$ cat src/rtl/bb_pkg.sv
package bb_pkg;
    localparam logic [7:0] MODE_CODE_ASYNC = 8'h01;
    localparam logic [7:0] MODE_CODE_SYNC  = 8'h04;

    typedef enum logic {
        FREE_RUN  = 1'b0,
        LOCK_STEP = 1'b1
    } bb_mode_e;
endpackage

$ cat src/rtl/bb_rate_gen.sv
module bb_rate_gen #(
    parameter int RW = 16
) (
    input  logic          clk,
    input  logic          rst_n,
    input  logic [RW-1:0] reload,
    output logic          tick
);
    logic [RW-1:0] cnt_d, cnt_q;

    always_comb begin
        tick  = (cnt_q == '0);
        cnt_d = tick ? reload : cnt_q - 1'b1;
    end

    always_ff @(posedge clk) begin
        if (!rst_n) cnt_q <= reload;
        else        cnt_q <= cnt_d;
    end
endmodule

$ cat src/rtl/bb_ret_slot.sv
module bb_ret_slot #(
    parameter int W = 8
) (
    input  logic         clk,
    input  logic         rst_n,
    input  logic         push,
    input  logic [W-1:0] push_data,
    output logic         room,
    output logic         out_valid,
    output logic [W-1:0] out_data,
    input  logic         out_ready
);
    typedef struct packed {
        logic         valid;
        logic [W-1:0] data;
    } slot_t;

    slot_t s_d, s_q;

    always_comb begin
        room = !s_q.valid || out_ready;
        s_d  = s_q;
        if (push && room) begin
            s_d.valid = 1'b1;
            s_d.data  = push_data;
        end else if (out_ready) begin
            s_d.valid = 1'b0;
        end
    end

    always_ff @(posedge clk) begin
        if (!rst_n) s_q <= '0;
        else        s_q <= s_d;
    end

    assign out_valid = s_q.valid;
    assign out_data  = s_q.data;
endmodule

$ cat src/rtl/bitbang_port.sv
module bitbang_port
    import bb_pkg::*;
#(
    parameter int PW = 8,
    parameter int RW = 16
) (
    input  logic          clk,
    input  logic          rst_n,
    input  logic          mode_we,
    input  logic [7:0]    mode_val,
    input  logic          dir_we,
    input  logic [PW-1:0] dir_val,
    input  logic [RW-1:0] rate_div,
    input  logic          cmd_valid,
    output logic          cmd_ready,
    input  logic [PW-1:0] cmd_data,
    output logic          ret_valid,
    input  logic          ret_ready,
    output logic [PW-1:0] ret_data,
    output logic [PW-1:0] pin_out,
    output logic [PW-1:0] pin_oe,
    input  logic [PW-1:0] pin_in,
    output logic          wr_strobe_n,
    output logic          rd_strobe_n
);
    localparam logic [PW-1:0] PINS_IDLE = {PW{1'b1}};

    typedef struct packed {
        bb_mode_e      mode;
        logic [PW-1:0] dir;
        logic [PW-1:0] pout;
        logic          wr_n;
        logic          rd_n;
    } port_state_t;

    port_state_t st_d, st_q;

    logic tick;
    logic room;
    logic accept;
    logic sample_push;
    logic sync_mode_w;

    bb_rate_gen #(.RW(RW)) u_rate (
        .clk    (clk),
        .rst_n  (rst_n),
        .reload (rate_div),
        .tick   (tick)
    );

    bb_ret_slot #(.W(PW)) u_slot (
        .clk       (clk),
        .rst_n     (rst_n),
        .push      (sample_push),
        .push_data (pin_in),
        .room      (room),
        .out_valid (ret_valid),
        .out_data  (ret_data),
        .out_ready (ret_ready)
    );

    always_comb begin
        sync_mode_w = (st_q.mode == LOCK_STEP);
        cmd_ready   = tick && (!sync_mode_w || room);
        accept      = cmd_valid && cmd_ready;
        sample_push = sync_mode_w ? accept : (tick && room);

        st_d = st_q;
        if (mode_we) begin
            if (mode_val == MODE_CODE_ASYNC)     st_d.mode = FREE_RUN;
            else if (mode_val == MODE_CODE_SYNC) st_d.mode = LOCK_STEP;
        end
        if (dir_we) st_d.dir = dir_val;
        if (accept) st_d.pout = (cmd_data & st_q.dir) | (st_q.pout & ~st_q.dir);
        st_d.wr_n = !accept;
        st_d.rd_n = !sample_push;
    end

    always_ff @(posedge clk) begin
        if (!rst_n) begin
            st_q.mode <= FREE_RUN;
            st_q.dir  <= '0;
            st_q.pout <= PINS_IDLE;
            st_q.wr_n <= 1'b1;
            st_q.rd_n <= 1'b1;
        end else begin
            st_q <= st_d;
        end
    end

    assign pin_out     = st_q.pout;
    assign pin_oe      = st_q.dir;
    assign wr_strobe_n = st_q.wr_n;
    assign rd_strobe_n = st_q.rd_n;
endmodule

$ cat config.mk
export PLATFORM = sky130hd
export DESIGN_NAME = bitbang_port
export DESIGN_NICKNAME = d
export VERILOG_FILES = /design/src/rtl/bb_pkg.sv /design/src/rtl/bb_rate_gen.sv /design/src/rtl/bb_ret_slot.sv /design/src/rtl/bitbang_port.sv
export SDC_FILE = /design/constraint.sdc
export NUM_CORES = 1
export LEC_CHECK = 0
export ABC_CLOCK_PERIOD_IN_PS = 2000
export CAP_MARGIN = 20
export CORE_MARGIN = 10
export CORE_UTILIZATION = 42
export DETAILED_ROUTE_END_ITERATION = 16
export PLACE_DENSITY = 0.79
export SETUP_SLACK_MARGIN = 0.2
export SLEW_MARGIN = 20
export SYNTH_ARGS = -nofsm -noshare
export SYNTH_HDL_FRONTEND = slang
export SYNTH_SLANG_ARGS = --single-unit
$ cat constraint.sdc
create_clock -name clk -period 2 [get_ports clk]
set_input_delay 0.4 -clock clk [delete_from_list [all_inputs] [get_ports clk]]
set_output_delay 0.4 -clock clk [all_outputs]
set_load 0.1 [all_outputs]
Word level (Yosys, flattened, before mapping). Index checks and enable logic that the tools add are counted.

Register bits: 44.

$add $sub $neg: 1. Muxes and demuxes: 7. Bitwise logic cells: 4. Reductions and logical operators: 14. Equal/unequal tests: 2.

Operator list (count): two-way mux 16 bit (2); AND 8 bit (2); logical NOT 16 bit (1); subtractor 16 x 1 -> 16 bit (second input constant) (1); equality test 8 x 1 -> 1 bit (second input constant) (1); equality test 8 x 3 -> 1 bit (second input constant) (1); inverter 8 bit (1); OR 8 bit (1); two-way mux 1 bit (5); logical AND 1 bit (4); logical NOT 1 bit (4); nonzero test 2 bit (2); logical OR 1 bit (2); AND reduction 2 bit (1).

Logic depth before layout (Yosys ltp). Gate-level depths: netlist (run 1).

Depth in word-level cells: 8. Depth in mapped cells: 8. Mapped depth without buffers: 6.

Hierarchy. From an unflattened synthesis (run 1), not the netlist that was laid out.

Cells, all modules: 218. Area, all modules: 2102.0 µm².

By module, submodules not included: bb_rate_gen (times used 1, sequential area each 320.3 µm², area each 904.6 µm², cells an instance 91); bitbang_port (times used 1, sequential area each 380.4 µm², area each 822.0 µm², cells an instance 87); bb_ret_slot (times used 1, sequential area each 180.2 µm², area each 375.4 µm², cells an instance 40).

Least setup slack after synthesis (run 1). Ideal clock, no wire load.

Kind: reg-to-output. Start point: reg u_rate.cnt_q[0]. End point: out cmd_ready. Buffers on the path: 1. Path slack: -1.091 ns. Data arrival time: 2.691 ns. Data required time: 1.600 ns. Stages on the path, launching flop included: 7. Path through: dfxtp_1 > inv_1 > ha_1 > nor4b_1 > nand4_1 > clkbuf_1 > a21oi_1.

Word-level cells in the longest chain between the ends: 2.

Ends and longest elaborated chain: from (decl) (RTL line bb_rate_gen.sv:9) `logic [RW-1:0] cnt_d, cnt_q;`; from (signal assigned) (RTL line bb_rate_gen.sv:17) `if (!rst_n) cnt_q <= reload;`; from (signal assigned) (RTL line bb_rate_gen.sv:18) `else cnt_q <= cnt_d;`; logical NOT 16 bit (RTL line bb_rate_gen.sv:12) `tick = (cnt_q == '0);`; logical AND 1 bit (RTL line bitbang_port.sv:64) `cmd_ready = tick && (!sync_mode_w || room);`; to (decl) (RTL line bitbang_port.sv:15) `output logic cmd_ready,`.

No other way between the ends.

Final worst setup path (run 1).
Start point: reg u_rate.cnt_q[1]. End point: out cmd_ready.

Same word-level chain as after synthesis.

==> metrics, run 1 <==
status=complete, but fails checks; failing checks=setup timing; Rows=24; fin crit share=102.7%; First DRT Iteration DRCs=84; fmax=0.4868 GHz; final global-route overflow total=0; Mapped Cells=226; Syn Nets=282; CTS buffer count=5; Final Hold Viols=0; share of the synthesized area in the top cell type=44.96%; share of cells above drive strength 1=29.00%; GRT Total Usage=14.70%; Pre-antenna DRT Iters=4; DP HPWL=4.350 mm; Commonest cells post-synth=44 x dfxtp_1, 26 x nand2_1, 22 x o21ai_0; Worst Setup End Kind=output pin; antenna violations before repair=0; io pins=82; FFs w/ async S/R, synth=0%; hold_buf cts=0; NumNets Final=386; worst path bufs/invs=2; FF-to-FF setup slack=120 ps; die area=0.007797 mm²; Distinct cells, synth=39; critical path cell sequence=inv_2 > ha_4 > nor4b_4 > nand4_1 > a21oi_4 > buf_12; Slew Limit Fails=0; vias in the first global route=1,963; first-pass GRT wire length=9.390 mm; hold crit path type=register to register; die extent in y=88.30 µm; Syn-to-layout area delta=63.67%; pre-CTS WS=120.9 ps; Skew-Pair Late Insertion Delay=300 ps; Mapped Avg Cell Area=8.670 µm²; FF-to-FF path depth=11; clk slew on worst S/H paths=100 ps; reg-to-reg endpoint=u_rate.cnt_q[14]; Post-Place Cells=356; Core ar.=0.004444 mm²; worst vdd ir=0.6991 mV; ys flop type=dfxtp_1; Routed Antenna Nets=0; delay-heaviest family, CP=simple AND/OR/NAND/NOR gates; largest net degree at the start of global routing=31; routability cong.=0.8172; wire per inst=16.22 µm; total power=0.002139 W; Die Wd=88.30 µm; Synth Cell Area=0.001959 mm²; Power Dens Cells=667.0 mW/mm²; register bit total from synthesis=44; Synth Warn #=0; static leakage=1.237 nW; Post-Layout Cell Count=383; CP Max Fanout=2; Initial Util=44.09%; leading area contributor after synthesis=dfxtp_1; H-tree levels=2; Max-slew headroom=62.65%; CP peak stage delay=330 ps; Fin Clk Skew=15.05 ps; post-synthesis sequential area ratio=44.96%; startpoint class of the critical path=register; Critical Path AT=1650 ps; worst endpoint required time=1600 ps; PnR worst setup slack=-54.06 ps; RR Startpoint=u_rate.cnt_q[0]; clock buffer depth=2; Via density=5.311; final setup fails=1; Port Buffer Count=81; Tightest Pin Transition=558.1 ps; top-count cell post-synth=dfxtp_1; synth top area cells=dfxtp_1 45%, o21ai_0 5.6%, nand3_1 5.4%; RSZ-0062 raised after global routing=yes; ant diodes=0; vias=2,034; final WL=6.214 mm; # DRC=0; max cap viols=0; CP Class=register to output pin; fin crit period=2054 ps; Critical Path Slowest Stage Cell=dfxtp_2; TritonCTS clock tree=done; root buffer cell=clkbuf_8; number of synthesized flops with an enable pin=0; number of clock sinks=44; WHS Path Cells=1
-- layout by cell type (no fill, tap or decap), types with 2 or more instances in the layout --
cell type	instances
o21ai_1	9
buf_6	2
nor3_1	10
inv_2	2
a21oi_1	9
clkdlybuf4s50_1	53
nor2b_1	2
dfxtp_1	37
clkbuf_8	5
dfxtp_4	2
mux2i_1	8
nor4_4	3
buf_4	52
nand4_1	3
a211o_1	8
nor2_1	17
nand3_2	2
o21ai_0	13
nand2_1	24
nand3b_1	2
dfxtp_2	5
nand3_1	19
xnor2_1	2
o31ai_1	2
xor2_1	8
-- layout make-up --
class,count,area [µm²]
multi-input cells,167,1146
repair buffers,109,978.4
fillers,340,1237
clock inverters,3,42.54
well taps,52,65.06
clock buffers,5,68.82
inverters,3,11.26
flip-flops and latches,44,894.6
-- worst reg2reg max path: stages (launching register included) --
cell and delay [ps]:
dfxtp_2 350, inv_2 50, buf_4 120, buf_4 120, buf_4 120, buf_4 120, ha_2 180, nor3b_2 160
buf_4 180, nand4_1 130, xor2_1 160, o21ai_1 70
-- logic make-up (layout without fill, tap and decap cells) --
family                     count (synthesis)  count (layout)  share of synthesized area (%)
xor gates and xnor gates                  12              12                          5.364
AOI/OAI and AO/OA                         49              49                          15.33
and+or+nand+nor                           96              96                          25.35
buffers and inverters                     15             120                          3.640
adders and majority gates                  2               2                          1.277
muxes                                      8               8                          4.087
DFF                                       44              44                          44.96
-- power breakdown --
part / switching, W / internal (W)
logic: 0.000223 / 0.000243
clock network: 0.000305 / 0.000370
registers: 0.0000709 / 0.000927
-- through the flow --
step                setup TNS [ps]  area [µm²]  util, %  hold slack [ps]
floorplan                   -58.93        1991        -            471.8
global placement                 0        2806    63.15            445.2
detailed placement               0        2806    63.15            451.2
CTS                         -14.71        3039    68.38            472.8
global route                -125.9        3207    72.16            491.6
finish                      -54.06        3207    72.16            470.0
-- worst max path at each step --
| stage | start | end | slack (ps) | cells after the start |
|---|---|---|---|---|
| 2_1_floorplan | u_rate.cnt_q[7] | cmd_ready | -60 | 4 |
| 5_1_grt | u_rate.cnt_q[5] | cmd_ready | -130 | 4 |
| 4_1_cts | u_rate.cnt_q[5] | cmd_ready | -10 | 4 |
| 3_3_place_gp | ret_ready | register | 140 | 5 |
| 6_report | u_rate.cnt_q[1] | cmd_ready | -50 | 6 |
| 3_5_place_dp | ret_ready | register | 120 | 5 |
-- metal layers --
layer / vias to the layer above / wire length (µm) / global-route usage [%]
met1: 942 / 2532 / 17.75
li1: 1016 / - / -
met2: 68 / 3163 / 24.65
met5: - / 0 / 0
met3: 8 / 423 / 4.412
met4: 0 / 93 / 4.258
-- timing repair --
action,in CTS,in global routing
setup buffers,9,10
setup endpoints to repair,17,24
gates resized for setup,18,25
pin swaps,6,8
(Power assumes the default switching activity.)
==> run 2, diff against run 1 <==
--- a/config.mk
+++ b/config.mk
@@ -8,9 +8,11 @@
 export ABC_CLOCK_PERIOD_IN_PS = 2000
 export CAP_MARGIN = 20
 export CORE_MARGIN = 10
-export CORE_UTILIZATION = 42
+export CORE_UTILIZATION = 44
+export CTS_BUF_LIST = sky130_fd_sc_hd__clkbuf_4
 export DETAILED_ROUTE_END_ITERATION = 16
-export PLACE_DENSITY = 0.79
+export HOLD_SLACK_MARGIN = 0.08
+export PLACE_DENSITY = 0.82
 export SETUP_SLACK_MARGIN = 0.2
 export SLEW_MARGIN = 20
 export SYNTH_ARGS = -nofsm -noshare
==> metrics, run 2 (synthesized netlist as in run 1, its figures left out) <==
Syn-to-layout area delta=59.83% (was 63.67%); Post-Place Cells=354 (was 356); Worst Setup End Kind=output pin (unchanged); wire per inst=16.39 µm (was 16.22 µm); Critical Path AT=1710 ps (was 1650 ps); vias in the first global route=1,884 (was 1,963); Power Dens Cells=631.3 mW/mm² (was 667.0 mW/mm²); RSZ-0062 raised after global routing=yes (unchanged); ant diodes=0 (unchanged); root buffer cell=clkbuf_4 (was clkbuf_8); FF-to-FF setup slack=180 ps (was 120 ps); routability cong.=0.7688 (was 0.8172); Final Hold Viols=0 (unchanged); Skew-Pair Late Insertion Delay=360 ps (was 300 ps); fin crit share=105.7% (was 102.7%); RR Startpoint=u_rate.cnt_q[0] (unchanged); Initial Util=45.31% (was 44.09%); share of cells above drive strength 1=27.33% (was 29.00%); worst vdd ir=0.4441 mV (was 0.6991 mV); static leakage=1.167 nW (was 1.237 nW); CTS buffer count=5 (unchanged); first-pass GRT wire length=9.004 mm (was 9.390 mm); antenna violations before repair=0 (unchanged); PnR worst setup slack=-114.6 ps (was -54.06 ps); startpoint class of the critical path=register (unchanged); Rows=24 (unchanged); CP Class=register to output pin (unchanged); final global-route overflow total=0 (unchanged); vias=1,996 (was 2,034); Slew Limit Fails=0 (unchanged); Core ar.=0.004324 mm² (was 0.004444 mm²); CP peak stage delay=350 ps (was 330 ps); Worst Hold Path EP=u_slot.out_data[4]; setup TNS=-114.6 ps (was -54.06 ps); Via density=5.337 (was 5.311); die area=0.007522 mm² (was 0.007797 mm²); Critical Path Slowest Stage Cell=dfxtp_2 (unchanged); number of clock sinks=44 (unchanged); most frequent cells in the layout=53 x clkdlybuf4s50_1, 41 x buf_4, 39 x dfxtp_1, 26 x nand2_1, 22 x o21ai_0 (was 53 x clkdlybuf4s50_1, 52 x buf_4, 37 x dfxtp_1, 24 x nand2_1, 19 x nand3_1); Fin Clk Skew=10.75 ps (was 15.05 ps); die extent in y=86.73 µm (was 88.30 µm); leading cell type in the layout, fill and taps excluded=clkdlybuf4s50_1 (unchanged); # DRC=0 (unchanged); HP Start=u_slot.out_data[4]; TritonCTS clock tree=done (unchanged); GRT Total Usage=14.42% (was 14.70%); Max-slew headroom=36.86% (was 62.65%); final core utilization=72.42% (was 72.16%); largest net degree at the start of global routing=31 (unchanged); critical path cell sequence=inv_2 > ha_4 > nor4b_4 > nand4_1 > a21oi_4 > buf_12 (unchanged); Die Wd=86.73 µm (was 88.30 µm); Pre-antenna DRT Iters=4 (unchanged); CP Max Fanout=2 (unchanged); clk slew on worst S/H paths=130 ps (was 100 ps); worst endpoint required time=1600 ps (about the same); Routed Antenna Nets=0 (unchanged); io pins=82 (unchanged); fmax=0.4729 GHz (was 0.4868 GHz); First DRT Iteration DRCs=130 (was 84); fin crit period=2115 ps (was 2054 ps); Tightest Pin Transition=943.6 ps (was 558.1 ps); Post-Layout Cell Count=374 (was 383); H-tree levels=2 (unchanged); final setup fails=1 (unchanged); Port Buffer Count=81 (unchanged); reg-to-reg endpoint=u_rate.cnt_q[3] (was u_rate.cnt_q[14]); max cap viols=0 (unchanged); FF-to-FF path depth=8 (was 11); failing checks=setup timing (unchanged); DP HPWL=4.185 mm (was 4.350 mm); hold crit path type=register to register (unchanged); clock buffer depth=2 (unchanged); final WL=6.130 mm (was 6.214 mm); WHS Path Cells=2 (was 1); status=complete, but fails checks (unchanged); NumNets Final=377 (was 386)
run 2: changes by cell type in the layout (fill, tap and decap cells not counted), moves of 2 or more:
cell / change
o21ai_1: -9
nand3_1: -8
a21oi_1: -3
clkbuf_8: -5
nand3_2: +7
a21oi_2: +3
o21ai_0: +9
buf_4: -11
dfxtp_1: +2
nand2_1: +2
clkbuf_4: +6
run 2: repair_timing:
action | 4_1_cts | 5_1_grt
buffers inserted | 7 | 3
setup endpoints to repair | 17 | 28
resized for setup | 8 | 26
cloned | 0 | 2
pin swaps | 3 | 16
hold buffers | 0 | 0
run 2: where the power goes:
part           internal (W)  total [W]  leakage (nW)  switching (W)
clock              0.000276   0.000562        0.0456       0.000286
combinational      0.000211   0.000414         0.758       0.000203
sequential         0.000927    0.00100         0.363      0.0000739
run 2: how the worst max path moves through the flow:
stage	slack, ps	startpoint	end	depth (start not counted)
6_report	-110	u_rate.cnt_q[0]	cmd_ready	6
2_1_floorplan	-60	u_rate.cnt_q[7]	cmd_ready	4
5_1_grt	-200	u_rate.cnt_q[0]	cmd_ready	6
3_3_place_gp	140	ret_ready	register	5
4_1_cts	-100	u_rate.cnt_q[1]	cmd_ready	6
3_5_place_dp	100	ret_ready	register	5
run 2: per-layer routing:
metal / track usage, % / wire length, µm
met5: 0 / 0
met4: 4.860 / 87
met3: 4.972 / 372
met2: 23.56 / 3019
met1: 17.18 / 2651
run 2: worst max-delay path: cells and delay by family, from the launching register on:
| kind | cells | cell delay (ps) |
|---|---|---|
| AO/OA/AOI/OAI | 1 | 200 |
| AND/OR/NAND/NOR | 2 | 420 |
| flip-flops | 1 | 350 |
| buffers and inverters | 2 | 260 |
| adder cells (fa/ha/maj) | 1 | 120 |
run 2: layout make-up:
type                    instances  area (µm²)
well taps                      52       65.06
flip-flops and latches         44       889.6
clock inverters                 2       35.03
repair buffers                 99       920.9
fillers                       349        1192
multi-input cells             168        1165
inverters                       3       11.26
clock buffers                   6       45.04
run 2: stage by stage:
step / hold slack (ps) / area [µm²] / total power, W / worst slack [ps]
5_1_grt: 492.2 / 3132 / 0.002061 / -201.2
6_report: 478.6 / 3132 / 0.001977 / -114.6
3_3_place_gp: 444.9 / 2791 / 0.001363 / 140.0
4_1_cts: 484.5 / 2948 / 0.001954 / -97.26
3_5_place_dp: 453.5 / 2791 / 0.001368 / 104.0
2_1_floorplan: 471.8 / 1991 / 0.001201 / -58.93
==> run 3, diff against run 2 <==
--- a/config.mk
+++ b/config.mk
@@ -5,14 +5,16 @@
 export SDC_FILE = /design/constraint.sdc
 export NUM_CORES = 1
 export LEC_CHECK = 0
+export ABC_AREA = 1
 export ABC_CLOCK_PERIOD_IN_PS = 2000
 export CAP_MARGIN = 20
 export CORE_MARGIN = 10
-export CORE_UTILIZATION = 44
+export CORE_UTILIZATION = 45
 export CTS_BUF_LIST = sky130_fd_sc_hd__clkbuf_4
 export DETAILED_ROUTE_END_ITERATION = 16
+export GPL_ROUTABILITY_DRIVEN = 1
 export HOLD_SLACK_MARGIN = 0.08
-export PLACE_DENSITY = 0.82
+export PLACE_DENSITY = 0.9
 export SETUP_SLACK_MARGIN = 0.2
 export SLEW_MARGIN = 20
 export SYNTH_ARGS = -nofsm -noshare
==> metrics, run 3 <==
status=finished, final reports clean (was complete, but fails checks); leading area contributor after synthesis=dfxtp_1 (unchanged); Routed Antenna Nets=0 (unchanged); CTS buffer count=5 (unchanged); Syn Nets=319 (was 282); Synth Warn #=0 (unchanged); Mapped Cells=263 (was 226); WL met1=2.594 mm (was 2.651 mm); wire per inst=16.34 µm (was 16.39 µm); final setup fails=0 (was 1); antenna violations before repair=0 (unchanged); root buffer cell=clkbuf_4 (unchanged); io pins=82 (unchanged); max cap viols=0 (unchanged); Post-Place Cells=394 (was 354); worst path bufs/invs=2 (unchanged); ant diodes=0 (unchanged); CP Max Fanout=2 (unchanged); hold_buf cts=0 (unchanged); Die Wd=88.31 µm (was 86.73 µm); clock buffer depth=2 (unchanged); fmax=0.5116 GHz (was 0.4729 GHz); number of clock sinks=44 (unchanged); die extent in y=88.31 µm (was 86.73 µm); top-count cell post-synth=nor2_1 (was dfxtp_1); Via density=5.156 (was 5.337); Skew-Pair Late Insertion Delay=370 ps (was 360 ps); H-tree levels=2 (unchanged); number of synthesized flops with an enable pin=0 (unchanged); Critical Path Slowest Stage Cell=dfxtp_2 (unchanged); most frequent CP cell=nand2_4; Pre-antenna DRT Iters=5 (was 4); GRT Total Usage=16.96% (was 14.42%); startpoint class of the critical path=register (unchanged); final global-route overflow total=0 (unchanged); Max-slew headroom=74.62% (was 36.86%); Initial Util=47.24% (was 45.31%); Distinct cells, synth=27 (was 39); Synth Cell Area=0.002100 mm² (was 0.001959 mm²); routability cong.=0.7631 (was 0.7688); Port Buffer Count=81 (unchanged); worst endpoint required time=1600 ps (about the same); Critical Path AT=1550 ps (was 1710 ps); Syn-to-layout area delta=63.47% (was 59.83%); delay-heaviest family, CP=simple AND/OR/NAND/NOR gates (unchanged); fin crit period=1955 ps (was 2115 ps); Fin Clk Skew=8.931 ps (was 10.75 ps); RSZ-0062 raised after global routing=yes (unchanged); clk slew on worst S/H paths=140 ps (was 130 ps); hold crit path type=register to register (unchanged); total power=0.002405 W (was 0.001977 W); Power Dens Cells=700.7 mW/mm² (was 631.3 mW/mm²); leading cell type in the layout, fill and taps excluded=buf_4 (was clkdlybuf4s50_1); most frequent cells in the layout=55 x buf_4, 53 x clkdlybuf4s50_1, 47 x nor2_1, 31 x dfxtp_1, 30 x nand2_1 (was 53 x clkdlybuf4s50_1, 41 x buf_4, 39 x dfxtp_1, 26 x nand2_1, 22 x o21ai_0); register bit total from synthesis=44 (unchanged); met2 WL=3.385 mm (was 3.019 mm); CP peak stage delay=370 ps (was 350 ps); CP Class=register to output pin (unchanged); vias in the first global route=2,283 (was 1,884); Mapped Avg Cell Area=7.983 µm² (was 8.670 µm²); synth top area cells=dfxtp_1 42%, nor2_1 9.1%, nand2_1 6.4% (was dfxtp_1 45%, o21ai_0 5.6%, nand3_1 5.4%); Post-Layout Cell Count=430 (was 374); first-pass GRT wire length=10.53 mm (was 9.004 mm); Worst Setup End Kind=output pin (unchanged); First DRT Iteration DRCs=94 (was 130); vias=2,217 (was 1,996); routed length on met3=775 µm (was 372 µm); Final Hold Viols=0 (unchanged); Slew Limit Fails=0 (unchanged); fin crit share=97.73% (was 105.7%); final WL=7.025 mm (was 6.130 mm); post-synthesis sequential area ratio=41.95% (was 44.96%); # DRC=0 (unchanged); die area=0.007798 mm² (was 0.007522 mm²); Commonest cells post-synth=51 x nor2_1, 44 x dfxtp_1, 36 x nand2_1 (was 44 x dfxtp_1, 26 x nand2_1, 22 x o21ai_0); area occupied by multi-input gates=0.001265 mm² (was 0.001165 mm²); DP HPWL=4.305 mm (was 4.185 mm); Top Metal Used=met4 (unchanged); Fill cells=293 (was 349); TritonCTS clock tree=done (unchanged); Rows=24 (unchanged); Core ar.=0.004444 mm² (was 0.004324 mm²); share of cells above drive strength 1=38.36% (was 27.33%); NumNets Final=433 (was 377); Tightest Pin Transition=380.6 ps (was 943.6 ps); FFs w/ async S/R, synth=0% (unchanged); ys flop type=dfxtp_1 (unchanged); total area of sequential cells=899.6 µm² (was 889.6 µm²); critical path cell sequence=inv_2 > ha_4 > nand2_4 > nor2_4 > nand2_4 > nor2_8 > buf_12 (was inv_2 > ha_4 > nor4b_4 > nand4_1 > a21oi_4 > buf_12); share of the synthesized area in the top cell type=41.95% (was 44.96%); worst vdd ir=0.3913 mV (was 0.4441 mV); static leakage=1.482 nW (was 1.167 nW); largest net degree at the start of global routing=25 (was 31)
[run 3: changes by cell type in the layout (fill, tap and decap cells not counted), moves of 10 or more]
cell / before / now
nor2_1: 17 / 47
nand2_2: 0 / 18
buf_4: 41 / 55
o21ai_0: 22 / 8
nor2_4: 0 / 11
inv_1: 0 / 10
nand3_1: 11 / 21
o21ai_1: 0 / 10
o21ai_2: 0 / 10
[run 3: layout make-up]
cell class | count | share of cell area [%]
flip-flops and latches | 44 | 26.21
repair buffers | 114 | 29.71
clock inverters | 3 | 2.625
well taps | 52 | 1.896
clock buffers | 5 | 1.094
inverters | 14 | 1.604
multi-input cells | 198 | 36.86
[run 3: metal layers]
metal  GRT usage (%)  vias up
met3           8.548       26
met5               0        -
met4           7.783        0
met1           18.21     1000
met2           27.46      110
li1                -     1081
[run 3: cell families (layout without fill, tap and decap cells)]
logic type	Yosys count	count (layout)	synth area share [%]
simple gates	154	154	37.72
flops	44	44	41.95
compound gates	29	29	8.701
buf+inv	21	136	5.005
xor+xnor	13	13	5.423
fa+ha+maj	2	2	1.192
[run 3: tightest hold or removal path, cell delays in order, from the launching register on]
cell,delay [ps]
dfxtp_1,350
nand2_1,50
nand3_1,50
[run 3: path summary, 6_finish.rpt]
check | startpoint | end | slack, ps | cells after the start
worst max-delay path | u_rate.cnt_q[0] | cmd_ready | 50 | 7
worst min-delay path | register | register | 480 | 2
worst max register to register | u_rate.cnt_q[0] | u_rate.cnt_q[8] | 80 | 13
worst min register to register | register | register | 480 | 2
[run 3: stage by stage]
stage | hold WS (ps) | TNS, ps | util, % | instance area, µm² | setup WS [ps]
finish | 477.6 | 0 | 77.22 | 3432 | 45.30
global route | 498.4 | -73.61 | 77.22 | 3432 | -53.29
CTS | 478.4 | 0 | 74.01 | 3289 | 82.52
detailed placement | 445.2 | 0 | 65.46 | 2909 | 28.01
global placement | 437.9 | 0 | 65.46 | 2909 | 47.87
floorplan | 460.4 | 0 | - | 2103 | 276.0
[run 3: repair_timing]
item                       in CTS  in global routing
setup buffers                  23                  5
setup endpoints to repair       1                  8
hold endpoints to repair        0                  0
gates cloned                    0                  0
resized for setup              29                 22
pin swaps                      11                 14
[run 3: power breakdown]
part           internal (W)  leakage (nW)  switching, W
Sequential         0.000931         0.364     0.0000667
Clock              0.000515        0.0654      0.000307
Combinational      0.000280          1.05      0.000305
